--- src/rtl/trap_entry_pkg.sv ---
package trap_entry_pkg;
  localparam int PS_W   = 13;
  localparam int HPS_W  = 11;
  localparam int CCR_W  = 8;
  localparam int ASI_W  = 8;
  localparam int CTX_W  = 43;

  // context word field positions (a restore path decodes these)
  localparam int CTX_CWP_LSB = 0;
  localparam int CTX_CWP_W   = 5;
  localparam int CTX_PS_LSB  = 8;
  localparam int CTX_ASI_LSB = 24;
  localparam int CTX_CCR_LSB = 32;
  localparam int CTX_GL_LSB  = 40;
  localparam int CTX_GL_W    = 3;

  // processor-state bits
  localparam int PS_IE   = 1;
  localparam int PS_PRIV = 2;
  localparam int PS_AM   = 3;
  localparam int PS_PEF  = 4;
  localparam int PS_CLE  = 9;

  // hyper-state bits
  localparam int HP_TLZ   = 0;
  localparam int HP_HPRIV = 2;
  localparam int HP_RED   = 5;
  localparam int HP_IBE   = 10;

  // trap type classes that move the window pointer
  localparam int TK_CLEAN    = 'h024;
  localparam int TK_SPILL_LO = 'h080;
  localparam int TK_SPILL_HI = 'h0BF;
  localparam int TK_FILL_LO  = 'h0C0;
  localparam int TK_FILL_HI  = 'h0FF;

  typedef enum logic [1:0] {DLV_PRIV, DLV_HYP, DLV_RED} deliver_e;
  typedef enum logic [1:0] {WIN_KEEP, WIN_INC, WIN_SPILL, WIN_DEC} win_act_e;
endpackage

--- src/rtl/te_ctx_pack.sv ---
module te_ctx_pack
  import trap_entry_pkg::*;
#(
  parameter int GLW  = 2,
  parameter int CWPW = 3
) (
  input  logic [GLW-1:0]   gl_in,
  input  logic [CCR_W-1:0] ccr_in,
  input  logic [ASI_W-1:0] asi_in,
  input  logic [PS_W-1:0]  ps_in,
  input  logic [CWPW-1:0]  cwp_in,
  output logic [CTX_W-1:0] ctx_out
);
  always_comb begin
    ctx_out = '0;
    ctx_out[CTX_GL_LSB  +: CTX_GL_W]  = CTX_GL_W'(gl_in);
    ctx_out[CTX_CCR_LSB +: CCR_W]     = ccr_in;
    ctx_out[CTX_ASI_LSB +: ASI_W]     = asi_in;
    ctx_out[CTX_PS_LSB  +: PS_W]      = ps_in;
    ctx_out[CTX_CWP_LSB +: CTX_CWP_W] = CTX_CWP_W'(cwp_in);
  end
endmodule

--- src/rtl/te_mode_update.sv ---
module te_mode_update
  import trap_entry_pkg::*;
#(
  parameter int MAX_GL  = 3,
  parameter int MAX_PGL = 2,
  parameter int GLW     = 2
) (
  input  deliver_e         mode,
  input  logic [GLW-1:0]   gl_in,
  input  logic [PS_W-1:0]  ps_in,
  input  logic [HPS_W-1:0] hps_in,
  output logic [GLW-1:0]   gl_out,
  output logic [PS_W-1:0]  ps_out,
  output logic [HPS_W-1:0] hps_out
);
  localparam int GW = GLW + 1;
  logic [GW-1:0] gl_inc, gl_cap;

  always_comb begin
    gl_inc = {1'b0, gl_in} + GW'(1);
    gl_cap = (mode == DLV_PRIV) ? GW'(MAX_PGL) : GW'(MAX_GL);
    gl_out = (gl_inc > gl_cap) ? gl_cap[GLW-1:0] : gl_inc[GLW-1:0];
  end

  always_comb begin
    ps_out          = ps_in;
    ps_out[PS_PEF]  = 1'b1;
    ps_out[PS_AM]   = 1'b0;
    ps_out[PS_IE]   = 1'b0;
    ps_out[PS_PRIV] = (mode == DLV_PRIV);
    if (mode == DLV_RED) ps_out[PS_CLE] = 1'b0;
  end

  always_comb begin
    hps_out = hps_in;
    case (mode)
      DLV_RED: begin
        hps_out[HP_RED]   = 1'b1;
        hps_out[HP_HPRIV] = 1'b1;
        hps_out[HP_IBE]   = 1'b0;
        hps_out[HP_TLZ]   = 1'b0;
      end
      DLV_HYP: begin
        hps_out[HP_RED]   = 1'b0;
        hps_out[HP_HPRIV] = 1'b1;
      end
      default: ;
    endcase
  end
endmodule

--- src/rtl/te_window_move.sv ---
module te_window_move
  import trap_entry_pkg::*;
#(
  parameter int NWIN = 8,
  parameter int CWPW = 3,
  parameter int TTW  = 9
) (
  input  logic [TTW-1:0]  kind,
  input  logic [CWPW-1:0] cwp_in,
  input  logic [CWPW-1:0] cansave_in,
  output logic [CWPW-1:0] cwp_out
);
  localparam int SW = CWPW + 2;
  win_act_e      act;
  logic [SW-1:0] up_one, spill_sum, down_one;

  always_comb begin
    if (kind == TTW'(TK_CLEAN))
      act = WIN_INC;
    else if (kind >= TTW'(TK_SPILL_LO) && kind <= TTW'(TK_SPILL_HI))
      act = WIN_SPILL;
    else if (kind >= TTW'(TK_FILL_LO) && kind <= TTW'(TK_FILL_HI))
      act = WIN_DEC;
    else
      act = WIN_KEEP;
  end

  always_comb begin
    up_one    = SW'(cwp_in) + SW'(1);
    spill_sum = SW'(cwp_in) + SW'(cansave_in) + SW'(2);
    down_one  = SW'(cwp_in) + SW'(NWIN - 1);
    case (act)
      WIN_INC:   cwp_out = CWPW'(up_one    % SW'(NWIN));
      WIN_SPILL: cwp_out = CWPW'(spill_sum % SW'(NWIN));
      WIN_DEC:   cwp_out = CWPW'(down_one  % SW'(NWIN));
      default:   cwp_out = cwp_in;
    endcase
  end
endmodule

--- src/rtl/te_save_bank.sv ---
module te_save_bank #(
  parameter int DEPTH  = 6,
  parameter int LVW    = 3,
  parameter int WORD_W = 191
) (
  input  logic              clk,
  input  logic              rst,
  input  logic              we,
  input  logic [LVW-1:0]    wr_lvl,
  input  logic [WORD_W-1:0] wr_word,
  input  logic [LVW-1:0]    rd_lvl,
  output logic [WORD_W-1:0] rd_word
);
  logic [WORD_W-1:0] slots [0:DEPTH];
  logic              rd_out_of_range;

  assign rd_out_of_range = (rd_lvl == '0) || (rd_lvl > LVW'(DEPTH));

  always_ff @(posedge clk) begin
    if (we) slots[wr_lvl] <= wr_word;
  end

  always_ff @(posedge clk) begin
    if (rst)                  rd_word <= '0;
    else if (rd_out_of_range) rd_word <= '0;
    else                      rd_word <= slots[rd_lvl];
  end

  a_r2_outside_reads_zero: assert property (@(posedge clk) disable iff (rst)
    ((rd_lvl == '0) || (rd_lvl > LVW'(DEPTH))) |=> (rd_word == '0));

  a_r1_write_in_range: assert property (@(posedge clk) disable iff (rst)
    we |-> (wr_lvl != '0) && (wr_lvl <= LVW'(DEPTH)));
endmodule

--- src/rtl/trap_entry_unit.sv ---
module trap_entry_unit
  import trap_entry_pkg::*;
#(
  parameter int NWIN    = 8,
  parameter int MAX_TL  = 6,
  parameter int MAX_GL  = 3,
  parameter int MAX_PGL = 2,
  parameter int TTW     = 9,
  parameter int VAW     = 64,
  localparam int TLW    = $clog2(MAX_TL + 1),
  localparam int GLW    = $clog2(MAX_GL + 1),
  localparam int CWPW   = $clog2(NWIN)
) (
  input  logic             clk,
  input  logic             rst,
  input  logic             entry_go,
  input  logic [TTW-1:0]   trap_kind,
  input  logic             to_hyper,
  input  logic             to_red,
  input  logic [TLW-1:0]   cur_tl,
  input  logic [GLW-1:0]   cur_gl,
  input  logic [7:0]       cur_ccr,
  input  logic [7:0]       cur_asi,
  input  logic [12:0]      cur_pstate,
  input  logic [10:0]      cur_hpstate,
  input  logic [CWPW-1:0]  cur_cwp,
  input  logic [CWPW-1:0]  cur_cansave,
  input  logic [VAW-1:0]   cur_pc,
  input  logic [VAW-1:0]   cur_npc,
  input  logic [TLW-1:0]   rd_level,
  output logic             done,
  output logic [TLW-1:0]   new_tl,
  output logic [GLW-1:0]   new_gl,
  output logic [12:0]      new_pstate,
  output logic [10:0]      new_hpstate,
  output logic [CWPW-1:0]  new_cwp,
  output logic [42:0]      rd_ctx,
  output logic [VAW-1:0]   rd_pc,
  output logic [VAW-1:0]   rd_npc,
  output logic [10:0]      rd_hpstate,
  output logic [TTW-1:0]   rd_kind
);
  localparam int SLOT_W = CTX_W + 2 * VAW + HPS_W + TTW;

  deliver_e          mode;
  logic [TLW-1:0]    tl_next;
  logic [GLW-1:0]    gl_next;
  logic [PS_W-1:0]   ps_next;
  logic [HPS_W-1:0]  hps_next;
  logic [CWPW-1:0]   cwp_next;
  logic [CTX_W-1:0]  ctx_word;
  logic [SLOT_W-1:0] slot_wr, slot_rd;

  logic              done_q;
  logic [TLW-1:0]    tl_q;
  logic [GLW-1:0]    gl_q;
  logic [PS_W-1:0]   ps_q;
  logic [HPS_W-1:0]  hps_q;
  logic [CWPW-1:0]   cwp_q;

  always_comb begin
    if (to_red)        mode = DLV_RED;
    else if (to_hyper) mode = DLV_HYP;
    else               mode = DLV_PRIV;
  end

  assign tl_next = (cur_tl >= TLW'(MAX_TL)) ? TLW'(MAX_TL) : cur_tl + TLW'(1);

  te_mode_update #(.MAX_GL(MAX_GL), .MAX_PGL(MAX_PGL), .GLW(GLW)) u_mode (
    .mode(mode), .gl_in(cur_gl), .ps_in(cur_pstate), .hps_in(cur_hpstate),
    .gl_out(gl_next), .ps_out(ps_next), .hps_out(hps_next)
  );

  te_window_move #(.NWIN(NWIN), .CWPW(CWPW), .TTW(TTW)) u_win (
    .kind(trap_kind), .cwp_in(cur_cwp), .cansave_in(cur_cansave), .cwp_out(cwp_next)
  );

  te_ctx_pack #(.GLW(GLW), .CWPW(CWPW)) u_pack (
    .gl_in(cur_gl), .ccr_in(cur_ccr), .asi_in(cur_asi), .ps_in(cur_pstate),
    .cwp_in(cur_cwp), .ctx_out(ctx_word)
  );

  assign slot_wr = {trap_kind, cur_hpstate, cur_npc, cur_pc, ctx_word};

  te_save_bank #(.DEPTH(MAX_TL), .LVW(TLW), .WORD_W(SLOT_W)) u_bank (
    .clk(clk), .rst(rst), .we(entry_go), .wr_lvl(tl_next), .wr_word(slot_wr),
    .rd_lvl(rd_level), .rd_word(slot_rd)
  );

  assign {rd_kind, rd_hpstate, rd_npc, rd_pc, rd_ctx} = slot_rd;

  always_ff @(posedge clk) begin
    if (rst) begin
      done_q <= 1'b0;
      tl_q   <= '0;
      gl_q   <= '0;
      ps_q   <= '0;
      hps_q  <= '0;
      cwp_q  <= '0;
    end else begin
      done_q <= entry_go;
      if (entry_go) begin
        tl_q  <= tl_next;
        gl_q  <= gl_next;
        ps_q  <= ps_next;
        hps_q <= hps_next;
        cwp_q <= cwp_next;
      end
    end
  end

  assign done        = done_q;
  assign new_tl      = tl_q;
  assign new_gl      = gl_q;
  assign new_pstate  = ps_q;
  assign new_hpstate = hps_q;
  assign new_cwp     = cwp_q;

  a_r1_level_step: assert property (@(posedge clk) disable iff (rst)
    (entry_go && (cur_tl < TLW'(MAX_TL))) |=> (tl_q == $past(cur_tl) + TLW'(1)));

  a_r1_level_ceiling: assert property (@(posedge clk) disable iff (rst)
    entry_go |=> (tl_q <= TLW'(MAX_TL)));

  a_r4_priv_gl_cap: assert property (@(posedge clk) disable iff (rst)
    (entry_go && !to_red && !to_hyper) |=> (gl_q <= GLW'(MAX_PGL)));

  a_r5_pstate_forced: assert property (@(posedge clk) disable iff (rst)
    done_q |-> (ps_q[PS_PEF] && !ps_q[PS_AM] && !ps_q[PS_IE]));

  a_r7_red_flags: assert property (@(posedge clk) disable iff (rst)
    (entry_go && to_red) |=> (hps_q[HP_RED] && hps_q[HP_HPRIV] && !hps_q[HP_IBE] && !hps_q[HP_TLZ]));

  a_r8_priv_keeps_hpstate: assert property (@(posedge clk) disable iff (rst)
    (entry_go && !to_red && !to_hyper) |=> (hps_q == $past(cur_hpstate)));

  a_r9_window_untouched: assert property (@(posedge clk) disable iff (rst)
    (entry_go && (trap_kind != TTW'(TK_CLEAN)) &&
     !((trap_kind >= TTW'(TK_SPILL_LO)) && (trap_kind <= TTW'(TK_FILL_HI))))
    |=> (cwp_q == $past(cur_cwp)));

  a_r11_done_after_go: assert property (@(posedge clk) disable iff (rst)
    entry_go |=> done_q);

  a_r11_quiet_hold: assert property (@(posedge clk) disable iff (rst)
    !entry_go |=> (!done_q && $stable(tl_q) && $stable(gl_q) && $stable(cwp_q)));
endmodule

--- config.mk ---
export PLATFORM = sky130hd
export DESIGN_NAME = trap_entry_unit
export DESIGN_NICKNAME = d
export VERILOG_FILES = /design/src/rtl/trap_entry_pkg.sv /design/src/rtl/te_ctx_pack.sv /design/src/rtl/te_mode_update.sv /design/src/rtl/te_window_move.sv /design/src/rtl/te_save_bank.sv /design/src/rtl/trap_entry_unit.sv
export SDC_FILE = /design/constraint.sdc
export NUM_CORES = 1
export LEC_CHECK = 0
export CAP_MARGIN = 30
export CELL_PAD_IN_SITES_DETAIL_PLACEMENT = 0
export CELL_PAD_IN_SITES_GLOBAL_PLACEMENT = 1
export CORE_MARGIN = 2
export CORE_UTILIZATION = 54
export CTS_CLUSTER_DIAMETER = 120
export CTS_CLUSTER_SIZE = 8
export DETAILED_ROUTE_END_ITERATION = 10
export GPL_TIMING_DRIVEN = 0
export PLACE_DENSITY_LB_ADDON = 0.25
export SYNTH_ARGS = -nofsm -noshare
export SYNTH_HDL_FRONTEND = slang
export SYNTH_SLANG_ARGS = --single-unit
export TNS_END_PERCENT = 10
--- constraint.sdc ---
create_clock -name clk -period 75.5 [get_ports clk]
set_clock_uncertainty 0.05 [all_clocks]
set_input_delay 15.1 -clock clk [delete_from_list [all_inputs] [get_ports clk]]
set_output_delay 15.1 -clock clk [all_outputs]
set_load 0.005 [all_outputs]
Word level (Yosys, flattened, before mapping)
Memory sizes are Yosys's and may differ from the RTL's. A register that Yosys moved wholly into a read port is not among the register bits.
Cells that the tools add are included.
- output and inout bits: 224
- register bits: 222
- word-level logic and storage cells: 50
- RAM bits: 1274
- input bits: 196
- memories: 1
- equality and inequality tests: 6
- reductions and logical operators: 7
- magnitude comparators: 7
- multiplexer cells: 16
- add/sub/neg operators: 6
- memories (memory ; words ; bits a word ; rd ports ; clocked after memory_dff ; wr ports ; RTL line ; text):
    u_bank.slots ; 7 ; 182 ; 1 ; 1 ; 1 ; te_save_bank.sv:14 ; logic [WORD_W-1:0] slots [0:DEPTH];
- operator list (operator ; number):
    $ge A9 B8 Y1 const B ; 2
    $le A9 B8 Y1 const B ; 2
    $mux W2 ; 5
    $eq A9 B6 Y1 const B ; 1
    $pmux W3 S3 ; 1
    $mux W1 ; 8
    $add A3 B1 Y3 const B ; 2
    $eq A2 B2 Y1 const B ; 3
    $eq A2 B1 Y1 const B ; 2
    $reduce_or A2 Y1 ; 2
    $add A2 B1 Y3 const B ; 1
    $add A3 B2 Y3 const B ; 1
    $add A3 B3 Y3 ; 1
    $add A3 B3 Y3 const B ; 1
    $ge A3 B3 Y1 const B ; 1
    $gt A3 B3 Y1 ; 1
    $gt A3 B3 Y1 const B ; 1
    $logic_not A3 Y1 ; 1
    $mux W3 ; 1
    $logic_and A1 B1 Y1 ; 2
    $logic_not A2 Y1 ; 1
    $pmux W1 S2 ; 1
    $logic_or A1 B1 Y1 ; 1

Logic depth before layout (Yosys ltp)
Gate-level depths: netlist of run 1.
- word-level depth: 7
- gate-level depth with buffers: 8
- mapped depth without buffers: 8

Cells and area by module
Synthesis of run 1 repeated with hierarchy kept, for this count alone.
- cells, all modules: 2896
- area total of the unflattened synthesis: 51190.3 um2
- by module, submodules not included (module ; sequential area each (um2) ; area each (um2) ; times used ; cells each):
    te_save_bank ; 38236.7 ; 49097.1 ; 1 ; 2667
    trap_entry_unit ; 660.6 ; 1261.2 ; 1 ; 120
    te_ctx_pack ; 0.0 ; 326.6 ; 1 ; 44
    te_window_move ; 0.0 ; 261.5 ; 1 ; 33
    te_mode_update ; 0.0 ; 244.0 ; 1 ; 32

Worst setup path before layout of run 1
Ideal clock, no wire load.
- path type: input port to flip-flop
- start: input entry_go
- end: memory u_bank.slots[3][0] in the netlist's numbering, enable pin
- library setup time: 1.231 ns
- data arrival time: 34.176 ns
- required time: 74.219 ns
- path buffers: 1
- slack: 40.043 ns
- stages: 3
- cell sequence: clkbuf_1 clkinv_1 nor4b_1
- longest elaborated chain between the ends: 2
- ends and longest elaborated chain (item ; RTL line ; text):
    from (decl) ; trap_entry_unit.sv:16 ; input logic entry_go,
    $mux W1 ; te_save_bank.sv:20 ; if (we) slots[wr_lvl] <= wr_word;
    $mux W1 (not written as such) ; te_save_bank.sv:20 ;
    to (decl) ; te_save_bank.sv:14 ;
Every way passes these cells.

Worst setup path in the final report of run 1
- start: input cur_tl[0]
- end: memory u_bank.slots[3][80] in the netlist's numbering, enable pin
- longest elaborated chain between the ends: 2
- elaborated cells on any way between the ends: 3
- classes of those cells: add/sub: 1; order compare: 1; mux: 1
- ends and longest elaborated chain (item ; RTL line ; text):
    from (decl) ; trap_entry_unit.sv:20 ; input logic [TLW-1:0] cur_tl,
    $add A3 B1 Y3 / $ge A3 B3 Y1 (equally long branches) ; trap_entry_unit.sv:67 ; assign tl_next = (cur_tl >= TLW'(MAX_TL)) ? TLW'(MAX_TL) : cur_tl + TLW'(1);
    $mux W3 * ; trap_entry_unit.sv:67 ;
Mark *: on every way between the ends. The rest lies on a longest branch, timed or not.

==> results.yml, run 1 <==
synthesis:
  synth-seq-area-share_pct: 77.9
  synthCells: 2872
  synth.most_common_cell: "edfxtp_1"
  netlist.area_leader.share_pct: 70.1
  yosysWarnings: 0
  synth_edf_count: 1274
  ys_types: 37
  synth.area.top_cells: "edfxtp_1 (70%), dfxtp_1 (7.8%), mux4_2 (7.5%)"
  async_flop_share_pct: 0
  syn-cell-area_mm2: 0.0546
  synthFlopType: "edfxtp_1"
  netlist_top_cells_count: "edfxtp_1 (1,274), mux2i_1 (383), nor2_1 (219)"
  syn_area_per_cell_um2: 19.0
  synth_seq_cells: 1487
  synth.largest_area_cell: "edfxtp_1"
routing:
  first_pass_iters: 5
  vias_per_cell: 5.66
  drt_wl_total_um: 132000
  dr_wl_met3_um: 9930
  avgRoutedWirePerCell_um: 25.9
  drc: 0
  vias: 29000
  ant_nets: 0
  drt_iter0_markers: 3002
  dr_wl_met2_um: 65900
  top_layer: "met5"
  wl_met1_um: 53200
sta:
  drv_slew: 0
  period_share_pct: 24.2
  fin_ws_ns: 57.26
  rsz0062_at_grt: "false"
  period_needed_ns: 18.24
  setup_viol: 0
  max_clock_freq_mhz: 54.8
  worst_pin_slew_ns: 1.01
  timing_hold_violations_final: 0
  fin_setup_tns_ns: 0
  slew_headroom_pct: 32.2
die:
  core_mm2: 0.100
  die_y_um: 322
  dieArea_mm2: 0.104
  start_util_pct: 54.5
  num_rows: 116
  io_pins: 420
  die_width_um: 322
clock_tree:
  htreeDepth: 4
  clock-sinks: 1487
  cts_made_buffers: 203
  cts_setup_buffers: 0
  clkLatencyLatePin_ns: 0.80
  path_clk_slew_ns: 0.05
  cts_max_path_buffers: 3
  cts-root-buf: "clkbuf_16"
  ctsHoldBuffers: 0
  post_cts_resize_count: 0
  cts_tree: "yes"
worst_setup_path:
  crit_type: "input port to flip-flop"
  cp_common_cell: "buf_4"
  critPathSlowestCell: "nor4b_2"
  cp-end-kind: "flip-flop"
  crit_required_ns: 75.92
  path_cells: "clkdlybuf4s50_1 > ha_1 > mux2_2 > nor4b_2 > buf_4 > buf_4 > buf_4 > buf_4 > buf_6 > buf_4"
  cpPeakStageDelay_ns: 0.85
  cp_top_family: "buffers and inverters"
  crit_buf_inv: 7
  path_max_fanout: 8
  cp-start-kind: "input port"
  critPathArrivalTime_ns: 18.66
pwr:
  total_power_mw: 1.91
  switching_share_pct: 21.3
  clkPwrFrac_pct: 43.8
  seqPwrFrac_pct: 49.4
  p_int_mw: 1.50
  power_density_mw_per_mm2: 28.1
  vdd_drop_max_mv: 0.0207
  p_leak_nw: 23.9
  switching_power_uw: 407
  pwr-share-comb_pct: 6.8
layout:
  fin_nets: 3829
  syn_to_final_growth_pct: 24.8
  fill_cells: 6529
  layout-drive-gt1-share_pct: 17.4
outcome:
  outcome: "completed"
place:
  place.gp.congestion: 0.770
  hpwl_um: 86900
  pre_cts_ws_ns: 56.55
  io_buffers: 404
grt:
  track_usage_pct: 25.7
  grt_pass1_vias: 30300
  gr-total-overflow: 0
  antenna_found_initial: 24
  grt_max_degree: 26
  grt_pass1_wl_um: 193000
hold_path:
  hp-class: "flip-flop to flip-flop"
run:
  drv_cap: 0
-- metal layers --
metal	up-vias	track usage [%]
met3	193	6.04
met5	-	0
li1	12700	-
met4	18	8.76
met1	14900	34.1
met2	1147	42.1
-- flip-flops by register name, indices dropped and copies added (netlist names) --
signal	cells
u_bank.slots	1274
u_bank.rd_word	182
new_hpstate	11
new_pstate	11
new_cwp	3
new_tl	3
new_gl	2
done	1
-- placed cells by master (no fill, tap or decap), types with 8 or more instances in the layout --
cell type and count:
edfxtp_1 1274, mux4_2 182, buf_8 20, diode_2 14, clkbuf_16 206, buf_16 8
nor2_1 217, clkdlybuf4s50_1 404, clkbuf_1 211, nand2_1 188, buf_6 116, conb_1 11
buf_2 41, buf_4 48, dfxtp_1 213, mux2i_1 383, buf_12 18, o21ai_0 190
-- metrics by stage --
| stage | hold WS [ns] | utilization [%] | cell area [µm²] | std cells |
|---|---|---|---|---|
| finish | 0.434 | 68.0 | 68100 | 5117 |
| global route | 0.453 | 68.0 | 68100 | 5116 |
| CTS | 0.431 | 67.9 | 68000 | 5102 |
| detailed placement | 0.416 | 62.0 | 62100 | 4720 |
| global placement | 0.402 | 60.2 | 60300 | 4584 |
| floorplan | 0.408 | - | 54600 | 2882 |
-- kinds of logic (layout without fill, tap and decap cells) --
kind of cell | count (synthesis) | count (layout) | share of synthesized area (%)
flops | 1487 | 1487 | 77.9
mux | 567 | 567 | 14.6
simple gates | 433 | 433 | 3.12
compound gates | 210 | 210 | 2.00
buf+inv | 168 | 1091 | 2.18
fa+ha+maj | 5 | 5 | 0.128
other cells | 1 | 25 | 0.00687
xor+xnor | 1 | 1 | 0.0413
-- final cells by class --
class	instances	area, µm²	area share, %
Timing Repair Buffer	541	5810	8.54
Inverter	7	26.3	0.0386
Clock buffer	370	5770	8.48
Antenna cell	14	35.0	0.0515
Clock inverter	12	181	0.267
Sequential cell	1487	42500	62.5
Buffer	161	1160	1.71
Multi-Input combinational cell	1227	10900	16.1
Tap cell	1298	1620	2.39
-- power by group through the flow --
stage	logic (mW)	registers (mW)	clock network, mW
detailed placement	0.130	0.959	0
floorplan	0.0601	0.964	0
global route	0.139	0.946	0.888
CTS	0.131	0.944	0.849
finish	0.130	0.944	0.837
global placement	0.120	0.973	0
-- tightest hold or removal path, cell delays in order, from the launching register on --
cell and delay, ns:
dfxtp_1 0.31, nor2_1 0.08, nor2_1 0.05
-- path summary, 6_finish.rpt --
path	from	end	slack [ns]	depth (start not counted)
worst max-delay path	cur_tl[0]	u_bank.slots[3][80]	57.26	10
worst min-delay path	new_pstate[4]	new_pstate[4]	0.43	2
worst max register to register	u_bank.slots[0][32]	u_bank.rd_word[40]	74.11	3
worst min register to register	new_pstate[4]	new_pstate[4]	0.43	2
No activity file was read; power rests on OpenSTA's default activity.
==> run 2: changes to the inputs <==
--- a/config.mk
+++ b/config.mk
@@ -9,7 +9,7 @@
 export CELL_PAD_IN_SITES_DETAIL_PLACEMENT = 0
 export CELL_PAD_IN_SITES_GLOBAL_PLACEMENT = 1
 export CORE_MARGIN = 2
-export CORE_UTILIZATION = 54
+export CORE_UTILIZATION = 50
 export CTS_CLUSTER_DIAMETER = 120
 export CTS_CLUSTER_SIZE = 8
 export DETAILED_ROUTE_END_ITERATION = 10
==> constraint.sdc (replaced) <==
create_clock -name clk -period 17.92 [get_ports clk]
set_clock_uncertainty 0.05 [all_clocks]
set_input_delay 3.584 -clock clk [delete_from_list [all_inputs] [get_ports clk]]
set_output_delay 3.584 -clock clk [all_outputs]
set_load 0.005 [all_outputs]
==> results.yml, run 2 (same netlist as run 1, synthesis figures left out) <==
clock_tree:
  cts_made_buffers: 203
  ctsHoldBuffers: 0
  clkLatencyLatePin_ns: 0.79
  path_clk_slew_ns: 0.05
  clock-sinks: 1487
  cts-root-buf: "clkbuf_16"
  post_cts_resize_count: 0
  cts_tree: "yes"
  cts_setup_buffers: 0
  htreeDepth: 4
  cts_max_path_buffers: 3
sta:
  worst_pin_slew_ns: 0.889
  timing_hold_violations_final: 0
  period_needed_ns: 7.01
  hold_ws_ns: 0.438
  max_clock_freq_mhz: 143
  fin_setup_tns_ns: 0
  rsz0062_at_grt: "false"
  setup_viol: 0
  drv_slew: 0
  slew_headroom_pct: 40.4
  period_share_pct: 39.1
worst_setup_path:
  critPathSlowestCell: "nor3_2"
  cp_common_cell: "buf_6"
  critPathArrivalTime_ns: 7.43
  path_cells: "clkdlybuf4s50_1 > ha_1 > mux2_2 > nor3_2 > buf_6 > buf_6 > buf_6 > buf_6 > buf_6 > buf_6 > buf_8 > buf_6 > buf_6"
  path_max_fanout: 10
  crit_required_ns: 18.34
  cpPeakStageDelay_ns: 0.74
  cp-start-kind: "input port"
  r2r_setup_slack_ns: 16.53
  cp-end-kind: "flip-flop"
  crit_type: "input port to flip-flop"
routing:
  ant_nets: 0
  vias_per_cell: 5.53
  drt_wl_total_um: 133000
  first_pass_iters: 5
  vias: 28800
  avgRoutedWirePerCell_um: 25.5
  drc: 0
  drt_iter0_markers: 2791
layout:
  syn_to_final_growth_pct: 25.0
  multi_input_area_mm2: 0.0109
  fin_nets: 3815
  final_common_cell: "edfxtp_1"
  layout-drive-gt1-share_pct: 17.0
  ff_latch_area_mm2: 0.0425
  reg_top3: "u_bank.slots (1274), u_bank.rd_word (182)"
  largest_reg_flops: 1274
  fill_cells: 7507
  final_cell_mix: "edfxtp_1 (1,274), clkdlybuf4s50_1 (404), mux2i_1 (383), nor2_1 (217), dfxtp_1 (213)"
  regMostFlops: "u_bank.slots"
pwr:
  switching_power_mw: 1.71
  clkPwrFrac_pct: 43.9
  p_leak_nw: 23.9
  seqPwrFrac_pct: 49.4
  power_density_mw_per_mm2: 118
  p_int_mw: 6.35
  vdd_drop_max_mv: 0.0768
  switching_share_pct: 21.2
  pwr-share-comb_pct: 6.8
place:
  hpwl_um: 86900
  place.gp.congestion: 0.758
  io_buffers: 404
die:
  num_rows: 121
  dieArea_mm2: 0.112
  io_pins: 420
  die_y_um: 334
  core_mm2: 0.109
  start_util_pct: 50.3
  die_width_um: 334
grt:
  antenna_found_initial: 24
  grt_pass1_wl_um: 193000
  grt_pass1_vias: 30000
  gr-total-overflow: 0
  grt_max_degree: 25
  track_usage_pct: 23.7
hold_path:
  hp-class: "flip-flop to flip-flop"
run:
  drv_cap: 0
outcome:
  outcome: "completed"
[run 2: power groups by stage]
| stage | Clock (mW) | Combinational, mW | Sequential, mW |
|---|---|---|---|
| final | 3.54 | 0.544 | 3.98 |
| after global routing | 3.75 | 0.585 | 3.98 |
| after detailed placement | 0 | 0.549 | 4.04 |
| after global placement | 0 | 0.508 | 4.09 |
| after floorplan | 0 | 0.253 | 4.06 |
| after CTS | 3.60 | 0.552 | 3.98 |
[run 2: per-layer routing]
metal / vias to the layer above / global-route usage (%) / part of all wire (%)
li1: 12700 / - / -
met1: 14900 / 31.0 / 40
met2: 1045 / 39.4 / 50
met3: 195 / 5.43 / 7.1
met4: 18 / 8.10 / 2.4
met5: - / 0 / 0.080
[run 2: final timing paths]
kind | start | endpoint | cells after the start
setup / recovery | cur_tl[0] | u_bank.slots[1][84] | 13
hold / removal | new_hpstate[2] | new_hpstate[2] | 2
setup reg to reg | u_bank.slots[3][175] | u_bank.rd_word[184] | 3
hold reg to reg | new_hpstate[2] | new_hpstate[2] | 2
[run 2: final cells by class]
| type | count | share of cell area, % |
|---|---|---|
| sequential | 1487 | 62.4 |
| multi-input combinational | 1227 | 16.0 |
| clock buffer | 371 | 8.50 |
| timing repair buffer | 527 | 8.45 |
| tap | 1414 | 2.59 |
| buffer | 161 | 1.70 |
| clock inverter | 9 | 0.261 |
| antenna | 14 | 0.0514 |
| inverter | 7 | 0.0385 |
[run 2: per-stage QoR]
step                      setup WS (ns)  cells  cell area [µm²]  total power, mW  utilization (%)
after floorplan                   0.397   2882            54600             4.31                -
after global placement           -13.94   4700            60400             4.60             55.6
after detailed placement          10.07   4823            62200             4.59             57.3
after CTS                         10.90   5203            68100             8.13             62.8
after global routing              10.81   5214            68200             8.32             62.8
final                             10.91   5217            68200             8.06             62.8
[run 2: worst max-delay path, delay by kind of cell]
| family | cells | cell delay (ns) |
|---|---|---|
| simple gates | 1 | 0.74 |
| mux | 1 | 0.44 |
| buf+inv | 10 | 2.33 |
| fa+ha+maj | 1 | 0.30 |
